**src/rtl/eaf_pkg.sv**
```systemverilog
// Package: shared codes for the effective address former.
// Assumes opcode decode outside this block reduces the opcode to op_class.
package eaf_pkg;
    typedef enum logic [1:0] {
        ACC_FETCH   = 2'd0,
        ACC_INDWORD = 2'd1,
        ACC_INDEXED = 2'd2,
        ACC_INDRES  = 2'd3
    } acc_kind_e;

    localparam logic [2:0] OPC_XCHG  = 3'd0;
    localparam logic [2:0] OPC_PUSH  = 3'd1;
    localparam logic [2:0] OPC_MODW  = 3'd2;
    localparam logic [2:0] OPC_MODH  = 3'd3;
    localparam logic [2:0] OPC_MODB  = 3'd4;
endpackage

```
**src/rtl/eaf_map_table.sv**
```systemverilog
// Module: page map storage.
// Holds one real page number per virtual page. It is written at the clock
// edge and read combinationally. A same-cycle reader sees the old entry.
// Assumes DEPTH = 2**IDX_W is small enough to hold in flops.
module eaf_map_table #(
    parameter int IDX_W  = 8,
    parameter int DATA_W = 11,
    localparam int DEPTH = 1 << IDX_W
) (
    input  logic              clk,
    input  logic              rst_n,
    input  logic              wr_en,
    input  logic [IDX_W-1:0]  wr_idx,
    input  logic [DATA_W-1:0] wr_data,
    input  logic [IDX_W-1:0]  rd_idx,
    output logic [DATA_W-1:0] rd_data
);
    logic [DATA_W-1:0] entries [DEPTH];

    // Purpose: clear all entries on reset, else perform the load write.
    always_ff @(posedge clk) begin
        if (!rst_n) begin
            for (int i = 0; i < DEPTH; i++) entries[i] <= '0;
        end else if (wr_en) begin
            entries[wr_idx] <= wr_data;
        end
    end

    // Purpose: combinational lookup of the requested page.
    assign rd_data = entries[rd_idx];

    a_r4_write_lands: assert property (@(posedge clk) disable iff (!rst_n)
        wr_en |=> entries[$past(wr_idx)] == $past(wr_data));
endmodule

```
**src/rtl/eaf_ctx_decode.sv**
```systemverilog
// Module: mode and context classifier.
// Decides whether the status-exchange override applies, whether the mode
// calls for protection, and whether a trap/interrupt opcode is illegal.
// Assumes the inputs belong to one request. Purely combinational.
module eaf_ctx_decode
    import eaf_pkg::*;
(
    input  logic       mode_slave,
    input  logic       mode_map,
    input  logic       mode_ext,
    input  logic [2:0] op_class,
    input  logic       at_bit,
    input  logic       vec_loc,
    input  logic       vec_direct,
    input  logic       vec_trap,
    output logic       raw_sel,
    output logic       prot_need,
    output logic       op_illegal
);
    logic vec_instr;
    logic real_ext;
    logic legal_trap;
    logic legal_intr;

    // Purpose: an event instruction needs both location and direct execution.
    assign vec_instr = vec_loc & vec_direct;
    assign real_ext  = mode_ext & ~mode_map;

    // Purpose: opcode legality per event kind.
    always_comb begin
        legal_trap = (op_class == OPC_XCHG) || (op_class == OPC_PUSH);
        legal_intr = legal_trap || (op_class == OPC_MODW) ||
                     (op_class == OPC_MODH) || (op_class == OPC_MODB);
    end

    // Purpose: illegal flag only for genuine event instructions.
    assign op_illegal = vec_instr & (vec_trap ? ~legal_trap : ~legal_intr);

    // Purpose: status-exchange takes the untranslated 20-bit address.
    assign raw_sel = (op_class == OPC_XCHG) &&
                     (~at_bit || (vec_instr && ~real_ext));

    // Purpose: master-protected mode asks for protection on every reference.
    assign prot_need = ~mode_slave & mode_map & mode_ext;
endmodule

```
**src/rtl/eaf_addr_form.sv**
```systemverilog
// Module: address former.
// Picks between the full address, the 17-bit truncated address and the
// mapped address. Assumes rpn is the table entry for the vpn output.
// Purely combinational.
module eaf_addr_form
    import eaf_pkg::*;
#(
    parameter int VA_W   = 17,
    parameter int RA_W   = 20,
    parameter int PAGE_W = 9,
    localparam int VPN_W = VA_W - PAGE_W,
    localparam int RPN_W = RA_W - PAGE_W
) (
    input  logic [RA_W-1:0]  ref_addr,
    input  logic [1:0]       acc_kind,
    input  logic             mode_map,
    input  logic             mode_ext,
    input  logic             raw_sel,
    input  logic [RPN_W-1:0] rpn,
    output logic [VPN_W-1:0] vpn,
    output logic [RA_W-1:0]  addr
);
    logic [RA_W-1:0] narrow_addr;
    logic [RA_W-1:0] mapped_addr;
    logic            wide_kind;

    // Purpose: split the virtual address and build the candidate addresses.
    assign vpn         = ref_addr[VA_W-1:PAGE_W];
    assign narrow_addr = {{(RA_W-VA_W){1'b0}}, ref_addr[VA_W-1:0]};
    assign mapped_addr = {rpn, ref_addr[PAGE_W-1:0]};
    assign wide_kind   = (acc_kind == ACC_INDEXED) || (acc_kind == ACC_INDRES);

    // Purpose: priority select of the final address.
    always_comb begin
        if (raw_sel)                    addr = ref_addr;
        else if (mode_map)              addr = mapped_addr;
        else if (mode_ext && wide_kind) addr = ref_addr;
        else                            addr = narrow_addr;
    end
endmodule

```
**src/rtl/eaf_addr_former.sv**
```systemverilog
// Module: top of the effective address former.
// Registers the formed address and flags one cycle after a request.
// Assumes the map load port and requests come from the same clock domain.
module eaf_addr_former #(
    parameter int VA_W   = 17,
    parameter int RA_W   = 20,
    parameter int PAGE_W = 9,
    localparam int VPN_W = VA_W - PAGE_W,
    localparam int RPN_W = RA_W - PAGE_W
) (
    input  logic             clk,
    input  logic             rst_n,
    input  logic             req_valid,
    input  logic             mode_slave,
    input  logic             mode_map,
    input  logic             mode_ext,
    input  logic [1:0]       acc_kind,
    input  logic [RA_W-1:0]  ref_addr,
    input  logic [2:0]       op_class,
    input  logic             at_bit,
    input  logic             vec_loc,
    input  logic             vec_direct,
    input  logic             vec_trap,
    input  logic             map_we,
    input  logic [VPN_W-1:0] map_idx,
    input  logic [RPN_W-1:0] map_data,
    output logic             done,
    output logic [RA_W-1:0]  phys_addr,
    output logic             prot_chk,
    output logic             illegal_op
);
    logic [VPN_W-1:0] vpn;
    logic [RPN_W-1:0] rpn;
    logic [RA_W-1:0]  addr_nxt;
    logic             raw_sel;
    logic             prot_need;
    logic             op_illegal;

    eaf_map_table #(.IDX_W(VPN_W), .DATA_W(RPN_W)) u_map (
        .clk(clk), .rst_n(rst_n), .wr_en(map_we), .wr_idx(map_idx),
        .wr_data(map_data), .rd_idx(vpn), .rd_data(rpn)
    );

    eaf_ctx_decode u_ctx (
        .mode_slave(mode_slave), .mode_map(mode_map), .mode_ext(mode_ext),
        .op_class(op_class), .at_bit(at_bit), .vec_loc(vec_loc),
        .vec_direct(vec_direct), .vec_trap(vec_trap), .raw_sel(raw_sel),
        .prot_need(prot_need), .op_illegal(op_illegal)
    );

    eaf_addr_form #(.VA_W(VA_W), .RA_W(RA_W), .PAGE_W(PAGE_W)) u_form (
        .ref_addr(ref_addr), .acc_kind(acc_kind), .mode_map(mode_map),
        .mode_ext(mode_ext), .raw_sel(raw_sel), .rpn(rpn), .vpn(vpn),
        .addr(addr_nxt)
    );

    // Purpose: register the result and strobe done one cycle after request.
    always_ff @(posedge clk) begin
        if (!rst_n) begin
            done       <= 1'b0;
            phys_addr  <= '0;
            prot_chk   <= 1'b0;
            illegal_op <= 1'b0;
        end else begin
            done       <= req_valid;
            prot_chk   <= req_valid & prot_need;
            illegal_op <= req_valid & op_illegal;
            if (req_valid) phys_addr <= addr_nxt;
        end
    end

    a_r11_done_follows_req: assert property (@(posedge clk) disable iff (!rst_n)
        done |-> $past(req_valid));
    a_r1_narrow_real: assert property (@(posedge clk) disable iff (!rst_n)
        done && $past(!mode_map && !mode_ext && !raw_sel)
        |-> phys_addr[RA_W-1:VA_W] == '0);
    a_r3_offset_kept: assert property (@(posedge clk) disable iff (!rst_n)
        done && $past(mode_map && !raw_sel)
        |-> phys_addr[PAGE_W-1:0] == $past(ref_addr[PAGE_W-1:0]));
    a_r8_raw_untranslated: assert property (@(posedge clk) disable iff (!rst_n)
        done && $past(raw_sel) |-> phys_addr == $past(ref_addr));
    a_r6_illegal_needs_event: assert property (@(posedge clk) disable iff (!rst_n)
        illegal_op |-> $past(vec_loc && vec_direct));
    a_r5_prot_mode: assert property (@(posedge clk) disable iff (!rst_n)
        prot_chk |-> done && $past(!mode_slave && mode_map && mode_ext));
endmodule

```
**config.mk**
```make
export PLATFORM = sky130hd
export DESIGN_NAME = eaf_addr_former
export DESIGN_NICKNAME = d
export VERILOG_FILES = /design/src/rtl/eaf_pkg.sv /design/src/rtl/eaf_map_table.sv /design/src/rtl/eaf_ctx_decode.sv /design/src/rtl/eaf_addr_form.sv /design/src/rtl/eaf_addr_former.sv
export SDC_FILE = /design/constraint.sdc
export NUM_CORES = 2
export LEC_CHECK = 0
export BUFFER_PORTS_ARGS = -buffer_cell sky130_fd_sc_hd__buf_2
export CORE_MARGIN = 2
export CORE_UTILIZATION = 50
export DETAILED_ROUTE_END_ITERATION = 10
export PLACE_DENSITY = 0.65
export SLEW_MARGIN = 0
export SYNTH_ARGS = -nofsm -noshare
export SYNTH_HDL_FRONTEND = slang
export SYNTH_HIERARCHICAL = 1
export SYNTH_SLANG_ARGS = --single-unit
```
**constraint.sdc**
```tcl
create_clock -name clk -period 9.5 [get_ports clk]
set_input_delay 2.375 -clock clk [delete_from_list [all_inputs] [get_ports clk]]
set_output_delay 2.375 -clock clk [all_outputs]
set_load 0.01 [all_outputs]
```
==> impl_summary.txt <==
----------------------------------------------------
[Timing]
  Max Slew Vio Count ... 0
  Unrepaired setup endpoints after global routing ... no
  Skew final ... approximately 0.046 ns
  Pin slew with the least headroom to its limit ... around 1.3 ns
  Max transition margin ... 0.105
  Final worst-path cycle share ... 0.663
  Number of endpoints failing setup at the final stage ... 0
  Highest Clock Rate ... 159 MHz
  Number of hold-slack violations in the final timing report ... 0
  Setup_tns ... 0 ns
  Final critical-path required period ... around 6.3 ns
  Worst hold margin ... roughly 0.52 ns

[Yosys]
  Synth Warn # ... 6
  Nets in the synthesized netlist ... 8963
  Avg Synthesized Cell Area ... 14.8 µm²
  Leading cell type by number of instances after synthesis ... sky130_fd_sc_hd__edfxtp_1
  Leading area contributor after synthesis ... sky130_fd_sc_hd__edfxtp_1
  Number of unique standard cell types used by synthesis ... 69
  Fraction of synthesized cell area taken by the top area cell type ... 0.643
  Primary FF master, synth ... sky130_fd_sc_hd__edfxtp_1
  Total standard cell area after synthesis ... 0.131 mm²
  Portion of the post-synthesis area used by sequential elements ... 0.647
  Cell types with the largest area share after synthesis ... sky130_fd_sc_hd__edfxtp_1 64%, sky130_fd_sc_hd__and2_1 13%, sky130_fd_sc_hd__mux4_2 10%
  Post-synthesis async set-or-reset flop share ... 0
  Syn Inst Count ... between 8000 and 9000
  Most used standard cells in the synthesized netlist ... 2816 x sky130_fd_sc_hd__edfxtp_1, 2710 x sky130_fd_sc_hd__and2_1, 776 x sky130_fd_sc_hd__clkbuf_1
  Register bit total from synthesis ... 2839
  Number of synthesized flops with an enable pin ... 2816

[Hold path]
  Destination of the worst hold path ... phys_addr[5]
  Cell depth of the worst hold path ... 2
  Hold path startpoint ... phys_addr[5]
  Type of the tightest min-delay check ... reg -> reg

[Detailed routing]
  Residual DRC count ... 0
  Count of nets left with antenna violations after detail routing ... 0
  Routed length on met2 ... about 180000 µm
  Top layer reached by signal wires ... met5
  Number of optimization iterations in the first detailed-route pass ... 6
  Final wirelength ... 361000 µm
  Vias after detailed routing ... ~75000
  Wire per inst ... 29.2 µm
  Met1 wire length ... 140000 µm
  Via density ... 6.08
  First DRT Iteration DRCs ... 8956
  Routed length on met3 ... 30500 µm

[CTS]
  Number of post-CTS setup repair buffers ... 0
  H-tree level count ... 5
  Skew-Pair Late Insertion Delay ... approximately 0.94 ns
  Clock Tree Buf Depth ... 4
  Total CTS buffers ... 313
  CTS tree ... built
  Post_cts resized ... 0
  Sink count of the clock tree ... 2839
  Clock-pin slew on the worst setup and hold paths ... 0.06 ns
  Hold-fix buffer count after cts ... 0
  Root buffer cell ... sky130_fd_sc_hd__clkbuf_16

[Die]
  Placeable core region ... about 0.26 mm²
  DIE WIDTH ... 517 µm
  Floorplan die area ... 0.267 mm²
  Initial standard-cell utilization of the core ... 0.502
  Number of core rows ... 188
  Number of placed I/O pins ... 78
  Overall die height ... 517 µm

[Critical path]
  CP dominant cell by count ... sky130_fd_sc_hd__buf_4
  Worst path required time ... 10.38 ns
  Critical Path Start ... ref_addr[11]
  Launching point of the worst reg2reg path ... u_map/entries[169][10]
  Slowest stage cell, crit path ... sky130_fd_sc_hd__nor2_4
  Element type at the critical path start ... primary input
  Category of the worst setup path capture point ... flip-flop
  Worst flop-to-flop path endpoint ... phys_addr[19]
  FF-to-FF path depth ... 10
  Largest fanout on the critical path ... 38
  Maximum single-stage delay on the critical path ... 0.70 ns
  CP Cell Sequence ... buf_4 > inv_2 > nor2_4 > buf_4 > a22oi_1 > a21oi_1 > nor4_1 > buf_4 > nor4_1 > buf_4 > a221o_1 > mux2i_1 > nor2b_1
  Data arrival time of the critical path ... just over 7 ns
  Worst Path Class, Setup ... in -> reg
  R2R setup slack ... ~5.6 ns

[Placement]
  Detailed-placement wirelength estimate ... 219000 µm
  # port buffers ... 76
  Routability congestion estimate from global placement ... 0.880

[Finish]
  Net count, final ... a little under 9000
  Share of post-route cells with drive strength above 1 ... 0.163
  Synthesis-to-layout area growth ... 9.38%

[Global route]
  Number of global-route vias before repair ... approximately 75000
  GRT Total Usage ... 0.269
  First-pass GRT wire length ... 518000 µm
  Maximum number of pins on one net before global-route repair ... 158
  Number of antenna violations at the first check in global routing ... 14
  Remaining global-route overflow ... 0

[Status]
  Status ... complete, no violations

[Power and ir drop]
  IR Drop Worst-Case VDD ... roughly 0.22 mV
  Leakage power ... 0.0494 µW
  Cell area power density ... ~200 mW/mm²

[Flow run]
  Number of maximum-capacitance constraint violations ... 0

----------------------------------------------------
area by class of cell:
type	instances	area, µm²
fillers	20791	118000
flip-flops and latches	2839	85000
multi-input cells	5080	41800
clock buffers	389	8270
well taps	3515	4400
repair buffers	404	3190
clock inverters	141	1080
diodes	11	27.5
inverters	2	7.51
routing by layer:
metal,vias to the layer above,GRT usage
met5,-,0
met4,8,0.106
met3,679,0.0425
met2,3420,0.440
met1,38999,0.362
li1,32193,-
cell usage in the layout (no fill, tap or decap), types with 45 or more instances in the layout:
cell type	count
sky130_fd_sc_hd__edfxtp_1	2816
sky130_fd_sc_hd__and2_1	2709
sky130_fd_sc_hd__mux4_2	597
sky130_fd_sc_hd__clkbuf_16	319
sky130_fd_sc_hd__buf_4	314
sky130_fd_sc_hd__nor2_1	302
sky130_fd_sc_hd__a22oi_1	224
sky130_fd_sc_hd__mux2i_1	198
sky130_fd_sc_hd__o21ai_0	193
sky130_fd_sc_hd__a21oi_1	146
sky130_fd_sc_hd__and3_1	114
sky130_fd_sc_hd__o21ai_1	90
sky130_fd_sc_hd__nand2_1	77
sky130_fd_sc_hd__clkinv_1	75
sky130_fd_sc_hd__clkbuf_1	68
sky130_fd_sc_hd__buf_2	60
sky130_fd_sc_hd__nor4_1	50
sky130_fd_sc_hd__nor3_1	45
critical path, delay by kind of cell:
family	cells	cell delay, ns
buffers and inverters	5	2.10
multiplexers	1	0.08
AO/OA/AOI/OAI	3	0.98
AND/OR/NAND/NOR	4	1.53
cell families (layout without fill, tap and decap cells):
| kind of cell | after synthesis | in the layout | synth area share |
|---|---|---|---|
| DFF | 2839 | 2839 | 0.647 |
| other | 0 | 11 | 0 |
| AOI/OAI and AO/OA | 821 | 821 | 0.0393 |
| and+or+nand+nor | 3437 | 3437 | 0.156 |
| muxes | 822 | 822 | 0.122 |
| buffers and inverters | 989 | 936 | 0.0363 |
report_power, final:
part           internal [µW]  switching [µW]
clock                   6580            4770
combinational            716            1340
sequential             14400             171
registers in the layout, indices dropped and copies added, names as in the netlist:
| name | flops |
|---|---|
| prot_chk | 1 |
| phys_addr | 20 |
| illegal_op | 1 |
| done | 1 |
| u_map/entries | 2816 |
metrics by stage:
| stage | worst slack, ns | power [µW] | utilization | cell area [µm²] | std cells |
|---|---|---|---|---|---|
| after global routing | 3.25 | 28700 | 0.549 | 144000 | 12375 |
| after detailed placement | 2.40 | 16800 | 0.513 | 134000 | 11840 |
| after CTS | 3.39 | 28100 | 0.549 | 144000 | 12370 |
| after floorplan | 4.63 | 16000 | - | 131000 | 8908 |
| final | 3.20 | 28000 | 0.549 | 144000 | 12381 |
| after global placement | 2.45 | 16800 | 0.513 | 134000 | 11840 |
worst max-delay path by stage:
stage                          endpoint  cells past startpoint
final                     phys_addr[17]                     13
after global routing      phys_addr[15]                     11
after CTS                 phys_addr[17]                     13
after detailed placement  phys_addr[17]                     13
after global placement    phys_addr[17]                     13
after floorplan           phys_addr[10]                     13
(Power assumes the default switching activity.)
